## src/rtl/trace_cache_dir.sv

```systemverilog
module trace_cache_dir #(
  parameter int ADDR_W   = 32,
  parameter int SET_BITS = 2,
  parameter int WAYS     = 4,
  parameter int OFF_BITS = 4,
  parameter int CNT_W    = 32
) (
  input  logic              clk,
  input  logic              rst_n,
  input  logic              clear,
  input  logic              op_valid,
  input  logic [1:0]        op_kind,
  input  logic [ADDR_W-1:0] op_addr,
  output logic              op_ready,
  output logic              res_valid,
  output logic [1:0]        res_code,
  output logic [CNT_W-1:0]  hit_count,
  output logic [CNT_W-1:0]  miss_count,
  output logic [CNT_W-1:0]  evict_count
);
  localparam int SETS  = 1 << SET_BITS;
  localparam int TAG_W = ADDR_W - SET_BITS - OFF_BITS;
  localparam int WAY_W = (WAYS > 1) ? $clog2(WAYS) : 1;
  localparam logic [WAY_W-1:0] MAX_AGE = WAY_W'(WAYS - 1);

  logic [TAG_W-1:0] tag_q [SETS][WAYS];
  logic             vld_q [SETS][WAYS];
  logic [WAY_W-1:0] age_q [SETS][WAYS];

  logic              pend_q;
  logic [ADDR_W-1:0] pend_addr_q;

  assign op_ready = !pend_q && !clear;

  wire accept  = op_valid && op_ready;
  wire do_look = !clear && (pend_q || (accept && op_kind != 2'd0));

  wire [ADDR_W-1:0]   la  = pend_q ? pend_addr_q : op_addr;
  wire [SET_BITS-1:0] set = la[OFF_BITS +: SET_BITS];
  wire [TAG_W-1:0]    tag = la[ADDR_W-1 -: TAG_W];

  logic             hit, free;
  logic [WAY_W-1:0] hit_way, free_way, old_way, sel;
  logic [WAY_W-1:0] ref_age;
  logic [1:0]       code;

  always_comb begin
    hit = 1'b0; hit_way = '0;
    free = 1'b0; free_way = '0;
    old_way = '0;
    for (int w = 0; w < WAYS; w++)
      if (vld_q[set][w] && tag_q[set][w] == tag) begin
        hit = 1'b1;
        hit_way = WAY_W'(w);
      end
    for (int w = WAYS - 1; w >= 0; w--)
      if (!vld_q[set][w]) begin
        free = 1'b1;
        free_way = WAY_W'(w);
      end
    for (int w = 0; w < WAYS; w++)
      if (age_q[set][w] == MAX_AGE) old_way = WAY_W'(w);
    sel     = hit ? hit_way : (free ? free_way : old_way);
    ref_age = hit ? age_q[set][hit_way] : MAX_AGE;
    code    = hit ? 2'd1 : (free ? 2'd2 : 2'd3);
  end

  always_ff @(posedge clk) begin
    if (!rst_n || clear) begin
      for (int s = 0; s < SETS; s++)
        for (int w = 0; w < WAYS; w++) begin
          vld_q[s][w] <= 1'b0;
          tag_q[s][w] <= '0;
          age_q[s][w] <= '0;
        end
      pend_q      <= 1'b0;
      pend_addr_q <= '0;
      res_valid   <= 1'b0;
      res_code    <= 2'd0;
      hit_count   <= '0;
      miss_count  <= '0;
      evict_count <= '0;
    end else begin
      res_valid <= do_look;
      if (do_look) begin
        res_code <= code;
        tag_q[set][sel] <= tag;
        vld_q[set][sel] <= 1'b1;
        for (int w = 0; w < WAYS; w++)
          if (WAY_W'(w) == sel) age_q[set][w] <= '0;
          else if (age_q[set][w] < ref_age) age_q[set][w] <= age_q[set][w] + 1'b1;
        if (hit && hit_count != '1) hit_count <= hit_count + 1'b1;
        if (!hit && miss_count != '1) miss_count <= miss_count + 1'b1;
        if (code == 2'd3 && evict_count != '1) evict_count <= evict_count + 1'b1;
      end
      if (pend_q) pend_q <= 1'b0;
      else if (accept && op_kind == 2'd3) begin
        pend_q      <= 1'b1;
        pend_addr_q <= op_addr;
      end
    end
  end
endmodule

```

## config.mk

```make
export PLATFORM = sky130hd
export DESIGN_NAME = trace_cache_dir
export DESIGN_NICKNAME = d
export VERILOG_FILES = /design/src/rtl/trace_cache_dir.sv
export SDC_FILE = /design/constraint.sdc
export NUM_CORES = 1
export LEC_CHECK = 0
export BUFFER_PORTS_ARGS = -buffer_cell sky130_fd_sc_hd__buf_2
export CAP_MARGIN = 20
export CELL_PAD_IN_SITES_DETAIL_PLACEMENT = 1
export CELL_PAD_IN_SITES_GLOBAL_PLACEMENT = 1
export CORE_AREA = 5 5 238 240
export DETAILED_ROUTE_END_ITERATION = 7
export DIE_AREA = 0 0 243 245
export HOLD_SLACK_MARGIN = 0.06
export PLACE_DENSITY = 0.92
export SYNTH_ARGS = -nofsm -noshare
export SYNTH_HDL_FRONTEND = slang
export SYNTH_SLANG_ARGS = --single-unit
```

## constraint.sdc

```tcl
create_clock -name clk -period 8.95 [get_ports clk]
set_input_delay 1.3425 -clock clk [delete_from_list [all_inputs] [get_ports clk]]
set_output_delay 1.3425 -clock clk [all_outputs]
set_load 0.005 [all_outputs]
```

==> results by group, run 1 <==
Timing
  • Max Fclk: 0.132 GHz
  • Clk_skew: 0.0432 ns
  • Final hold vios: 0
  • Shortest period the worst path allows: about 7.6 ns
  • Setup-failing EPs final: 0
  • Fin worst setup slack: about 1.4 ns
  • Pins Over Slew Limit: 0
  • Period utilization: 84.9%
  • Slew HR: 17.7%
  • Fin Setup TNS: 0 ns
  • RSZ-0062 raised after global routing: no
  • Slew @ Worst Pin: 1.23 ns

Logic synthesis
  • Most frequent cell after synthesis: nor2_1
  • Area of the mapped netlist: 28500 sq um
  • Yosys cell types: 97
  • Dominant cell type by area after synthesis: edfxtp_1
  • Number of synthesized flops with an enable pin: 448
  • Post-synth net total: between 2000 and 3000
  • Yosys warnings: 0
  • Post-synth top cells: nor2_1 (567), edfxtp_1 (448), o21ai_0 (195)
  • Synth top area share: 47.2%
  • Register bit total from synthesis: 592
  • Sequential-to-total area share from yosys stat: 57.4%
  • Syn avg cell area: approximately 11 sq um
  • Mapped Cells: 2622
  • Asr flop ratio synth: 0%
  • Ranking of synthesized cells by area: edfxtp_1 (47%), dfxtp_1 (10%), nor2_1 (7.5%)
  • Main flop type after synthesis: edfxtp_1

Critical path
  • CP startpoint kind: input pin
  • CP cell instances: buf_2 -> mux2_4 -> mux2i_1 -> xnor2_1 -> nor4_1 -> o22ai_1 -> nor4_2 -> nand4_1 -> o21ai_0 -> nand2_1 -> nor3_4 -> nand2_2 -> nand2_1 -> buf_4
  • Crit-path most repeated cell: nand2_1
  • Crit-path max FO: between 50 and 60
  • Crit Path Class: in2reg
  • CP max-delay cell: nor4_2
  • Family with the most delay on the worst path: simple AND/OR/NAND/NOR gates
  • Critical path arrival: 7.92 ns
  • CP required: 9.27 ns
  • WP buf/inv: 2
  • Crit path capture type: register
  • Largest stage delay, worst path: 1.03 ns

Placed design
  • DP Wirelength: 60.3 mm
  • DP Area: 29600 sq um
  • I/O Buffers: 133
  • Pre-CTS setup slack: between 1 and 1.5 ns
  • Gpl congestion: 0.882

CTS
  • CTS buffer count: 59
  • Reg clk slew, reported paths: 0.06 ns
  • Post-cts sizing count: 0
  • Setup Buffers After CTS: 0
  • Clk root buf: clkbuf_16
  • Clk sink count: 592
  • CTS max path bufs: 3
  • Number of hold buffers added after cts: 0
  • Max H-tree Level: 2
  • TritonCTS clock tree: done
  • Clock Latency Late Sink: 0.67 ns

Global route
  • Largest net degree at the start of global routing: 76
  • Vias in the first global route: 25000
  • GRT Util Overall: about a third
  • First-pass GRT wire length: 156 mm
  • Overflow after GRT: 0
  • Initial antenna violation count: 3

Floorplan
  • Die Footprint: roughly 60000 sq um
  • Ports: 138
  • Core area: roughly 54000 sq um
  • Initial core utilization: 52.3%
  • Die Ht: 245 microns
  • FP Rows: 86
  • Die Span X: 243 microns

Pwr
  • Leak pwr: 12.1 nW
  • Logic pwr share: 8.7%
  • Sw Ratio: 25.8%
  • Seq pwr share: roughly half
  • Switching pwr: 1.59 mW
  • Clock power share: 41.4%
  • Peak VDD IR: between 0.15 and 0.2 mV
  • Pwr/cell area: 195 nW/um^2
  • P_int: 4.58 mW

Finish
  • Final instance area: 31600 sq um
  • Filler Cell Count: 5658
  • N_diodes: 0
  • Layout cells sized above 1: approximately 15%
  • Final net count: between 2000 and 3000
  • Layout area overhead: 10.9%
  • Fin util: 58.0%

Run
  • Max Cap Viol: 0

Route
  • Vias/cell: 6.86
  • DR WL/cell: roughly 31 microns
  • Residual DRC: 0
  • Initial DRC count: 3318
  • Final ANT Viol Nets: 0
  • Vias: 23600
  • Post-Route WL: 105 mm
  • Pre-antenna DRT Iters: 8

Status
  • Status: completed

Worst hold path
  • Worst Hold Class: reg2reg
==> logic make-up (layout without fill, tap and decap cells) <==
| kind of cell | after synthesis | after routing | share of synthesized area (%) |
|---|---|---|---|
| buffers and inverters | 223 | 343 | 4.17 |
| xor gates and xnor gates | 188 | 188 | 5.78 |
| and+or+nand+nor | 1058 | 1058 | 17.4 |
| DFF | 592 | 592 | 57.4 |
| adders and majority gates | 10 | 10 | 0.417 |
| AOI/OAI and AO/OA | 381 | 381 | 8.08 |
| muxes | 170 | 170 | 6.76 |
==> worst paths after layout <==
check | slack [ns] | start | to | cells after the start
min reg2reg | 0.46 | vld_q[2][1] | vld_q[2][1] | 2
max reg2reg | 1.50 | pend_q | tag_q[2][89] | 14
max | 1.35 | op_addr[5] | tag_q[2][89] | 14
min | 0.46 | vld_q[2][1] | vld_q[2][1] | 2
==> through the flow <==
| stage | hold WS [ns] | total power [mW] | instances |
|---|---|---|---|
| detailed placement | 0.441 | 3.62 | 3332 |
| global placement | 0.424 | 3.57 | 3332 |
| CTS | 0.461 | 6.13 | 3444 |
| floorplan | 0.414 | 3.43 | 2622 |
| global route | 0.479 | 6.30 | 3446 |
| finish | 0.458 | 6.17 | 3446 |
==> state kept, by name, indices dropped and copies added, names as in the netlist <==
register,count
hit_count,32
pend_q,1
res_valid,1
tag_q,416
evict_count,32
pend_addr_q,28
miss_count,32
vld_q,16
res_code,2
age_q,32
==> power by group through the flow <==
stage / combinational, mW / clock, mW / sequential, mW
after floorplan: 0.316 / 0 / 3.11
after detailed placement: 0.489 / 0 / 3.13
after global placement: 0.460 / 0 / 3.11
final: 0.536 / 2.56 / 3.08
after CTS: 0.511 / 2.54 / 3.07
after global routing: 0.543 / 2.67 / 3.08
==> cell usage in the layout, fill, tap and decap left out, drive strengths merged, types with 5 or more instances in the layout <==
cell type,Yosys,final
ha,6,6
nand3,37,37
nor3b,8,8
a2111oi,8,8
or2,8,8
nand4,79,79
and4,13,13
or3,25,25
mux4,12,12
or4,7,7
o22ai,10,10
and2,7,7
mux2i,146,146
mux2,12,12
a21oi,77,77
nor4b,10,10
nand4b,5,5
o21ai,208,208
and3,20,20
o211ai,6,6
nor2,569,569
nor3,26,26
o21a,25,25
clkbuf,81,75
nand2,199,199
xor2,73,73
clkinv,0,29
dfxtp,144,144
inv,32,34
nor4,25,25
buf,110,199
edfxtp,448,448
o31ai,10,10
xnor2,115,115
==> worst min-delay path: stages (launching register included) <==
cell and delay (ns):
dfxtp_1 0.31, nand2_1 0.06, nand2_1 0.04
==> layer usage <==
layer  wire [microns]  share of wire (%)  up-vias  GRT usage (%)
met4             8670                8.2        8           22.8
met2            49400                 47     1936           55.6
met1            35400                 34    11600           40.0
li1                 -                  -     9448              -
met5               51              0.049        -          0.490
met3            11600                 11      633           8.16
==> cell type report <==
cell class	instances	area [sq um]	area share [%]
tap	704	881	2.79
sequential	592	16300	51.7
clock inverter	37	324	1.03
timing repair buffer	199	1180	3.73
inverter	32	120	0.380
multi-input combinational	1807	11100	35.2
clock buffer	75	1610	5.10
(Power assumes the default switching activity.)
==> run 2: changes to the inputs <==
==> config.mk (replaced) <==
export PLATFORM = sky130hd
export DESIGN_NAME = trace_cache_dir
export DESIGN_NICKNAME = d
export VERILOG_FILES = /design/src/rtl/trace_cache_dir.sv
export SDC_FILE = /design/constraint.sdc
export NUM_CORES = 1
export LEC_CHECK = 0
export ABC_AREA = 1
export BUFFER_PORTS_ARGS = -buffer_cell sky130_fd_sc_hd__buf_2
export CAP_MARGIN = 20
export CELL_PAD_IN_SITES_DETAIL_PLACEMENT = 1
export CELL_PAD_IN_SITES_GLOBAL_PLACEMENT = 1
export CORE_AREA = 5 5 278 280
export DETAILED_ROUTE_END_ITERATION = 7
export DIE_AREA = 0 0 283 285
export HOLD_SLACK_MARGIN = 0.06
export PLACE_DENSITY = 0.84
export SYNTH_ARGS = -nofsm -noshare
export SYNTH_HDL_FRONTEND = slang
export SYNTH_SLANG_ARGS = --single-unit
==> constraint.sdc (replaced) <==
create_clock -name clk -period 6.2 [get_ports clk]
set_input_delay 0.93 -clock clk [delete_from_list [all_inputs] [get_ports clk]]
set_output_delay 0.93 -clock clk [all_outputs]
set_load 0.005 [all_outputs]
==> results by group, run 2 <==
Status
  • Status: completed

Logic synthesis
  • Post-synth top cells: nand2_1 (1546), nor2_1 (660), edfxtp_1 (448)
  • Dominant cell type by area after synthesis: edfxtp_1
  • Post-synth net total: 4023
  • Most frequent cell after synthesis: nand2_1
  • Compound-gate portion of the synthesized area: 4.08%
  • Asr flop ratio synth: 0%
  • Mapped Cells: between 3000 and 4000
  • Yosys cell types: 42
  • Combinational family with the most area after synthesis: simple AND/OR/NAND/NOR gates
  • Register bit total from synthesis: 592
  • Main flop type after synthesis: edfxtp_1
  • Area of the mapped netlist: ~31000 sq um
  • Syn avg cell area: 7.76 sq um
  • Synth top area share: roughly 44%
  • Mux contribution to synthesized area: 0%
  • Sequential-to-total area share from yosys stat: between 50% and 60%
  • Post-Synth XOR/XNOR Area: ~1.4%
  • Number of synthesized flops with an enable pin: 448
  • Simple-gate share of the synthesized area: 35.6%
  • Yosys warnings: 0
  • Adder-cell share of the synthesized area: 0.243%
  • Ranking of synthesized cells by area: edfxtp_1 (44%), nand2_1 (19%), dfxtp_1 (9.3%)

CTS
  • Post-cts sizing count: 0
  • Setup Buffers After CTS: 0
  • Max H-tree Level: 3
  • CTS max path bufs: 3
  • Reg clk slew, reported paths: 0.06 ns
  • Clk root buf: clkbuf_16
  • TritonCTS clock tree: done
  • Clk sink count: 592
  • Number of hold buffers added after cts: 0
  • Clock Latency Late Sink: 0.63 ns
  • CTS buffer count: 69

Critical path
  • CP startpoint kind: register
  • Crit Path Class: reg2reg
  • Crit-path max FO: 28
  • R2R depth: 20
  • CP required: 6.50 ns
  • Critical path arrival: 5.52 ns
  • Crit path capture type: register

Route
  • Initial DRC count: 2278
  • Final ANT Viol Nets: 0
  • Vias/cell: 5.61
  • DR WL/cell: 22.6 microns
  • Residual DRC: 0
  • Pre-antenna DRT Iters: 7
  • Vias: about 29000
  • Post-Route WL: 116 mm

Timing
  • Clk_skew: between 0.04 and 0.05 ns
  • Slew @ Worst Pin: 1.05 ns
  • RSZ-0062 raised after global routing: no
  • Fin worst setup slack: a little under 1 ns
  • Min Hold Slack: 0.456 ns
  • Fin Setup TNS: 0 ns
  • Final hold vios: 0
  • Setup-failing EPs final: 0
  • Period utilization: 84.2%
  • Shortest period the worst path allows: 5.22 ns
  • Max Fclk: approximately 0.19 GHz
  • Slew HR: 30.0%
  • Pins Over Slew Limit: 0

Placed design
  • Pre-CTS setup slack: a little under 1 ns
  • Placed insts: 4995
  • I/O Buffers: roughly 130
  • DP Area: 32800 sq um
  • DP Wirelength: 76.2 mm
  • Gpl congestion: slightly above 0.9

Finish
  • Number of flip-flops under the largest register name: approximately 420
  • Final Non-Filler Cells: 5122
  • Fin util: 47.1%
  • Final net count: between 4000 and 5000
  • Final instance area: 35000 sq um
  • Reg with most FFs: tag_q
  • Layout cells sized above 1: 9.52%
  • Layout area overhead: 13.2%
  • Leading cell types in the layout, fill and taps excluded: nand2_1 (1545), nor2_1 (658), edfxtp_1 (448)
  • Most common cell after layout, fill and taps aside: nand2_1

Pwr
  • Leak pwr: 15.6 nW
  • Peak VDD IR: about 0.16 mV
  • Pwr/cell area: 269 nW/um^2
  • Tot Pwr: roughly 9.4 mW

Floorplan
  • Die Span X: 283 microns
  • Die Footprint: 80700 sq um
  • Ports: 138
  • FP Rows: 100
  • Initial core utilization: 41.6%
  • Die Ht: 285 microns
  • Core area: 74200 sq um

Global route
  • First-pass GRT wire length: 175 mm
  • Vias in the first global route: 29800
  • GRT Util Overall: between 20 and 30%
  • Initial antenna violation count: 3
  • Largest net degree at the start of global routing: 106
  • Overflow after GRT: 0

Worst hold path
  • Hold Path Cell Cnt: 2
  • Worst Hold Class: reg2reg

Run
  • Max Cap Viol: 0
==> run 2: metal layers <==
metal | wire [microns] | GRT usage (%) | vias up
met5 | 15 | 0 | -
met4 | 6890 | 14.5 | 2
met3 | 7560 | 4.68 | 286
met2 | 56800 | 48.9 | 1025
met1 | 44300 | 32.7 | 14200
li1 | - | - | 13200
==> run 2: where the power goes <==
part / internal, mW / switching, mW / total (mW) / leakage (nW)
registers: 4.38 / 0.0437 / 4.43 / 6.15
clock network: 2.31 / 1.71 / 4.02 / 1.07
logic: 0.228 / 0.717 / 0.945 / 8.37
==> run 2: kinds of logic after synthesis <==
group                      Yosys count
and+or+nand+nor                   2688
DFF                                592
buffers and inverters              407
xor gates and xnor gates            50
adders and majority gates            6
AOI/OAI and AO/OA                  236
==> run 2: final timing paths <==
kind             endpoint  slack (ns)        start
max          tag_q[1][31]        0.98       pend_q
min           vld_q[3][0]        0.46  vld_q[3][0]
max reg2reg  tag_q[1][31]        0.98       pend_q
min reg2reg   vld_q[3][0]        0.46  vld_q[3][0]
==> run 2: worst max-delay path, stage by stage, from the launching register on <==
cell and delay, ns:
dfxtp_2 0.65, inv_2 0.21, nand2_1 0.31, nand2_8 0.12, nor2_2 0.54, buf_4 0.28, nand2_1 0.06, nand4_1 0.33
nand4_1 0.18, nor2_1 0.12, nand3b_1 0.08, nor2_1 0.45, nor2_2 0.15, nand3_1 0.16, nand2_2 0.12, nor2_1 0.14
nand2_1 0.16, inv_4 0.18, nand2_4 0.16, nand2_1 0.17, buf_4 0.30
==> run 2: area by class of cell <==
class / instances / area, sq um
Clock inverter: 33 / 289
Antenna cell: 3 / 7.51
Sequential cell: 592 / 16300
Tap cell: 969 / 1210
Timing Repair Buffer: 245 / 1640
Multi-Input combinational cell: 2980 / 12800
Fill cell: 9122 / 39200
Inverter: 209 / 790
Clock buffer: 91 / 1880
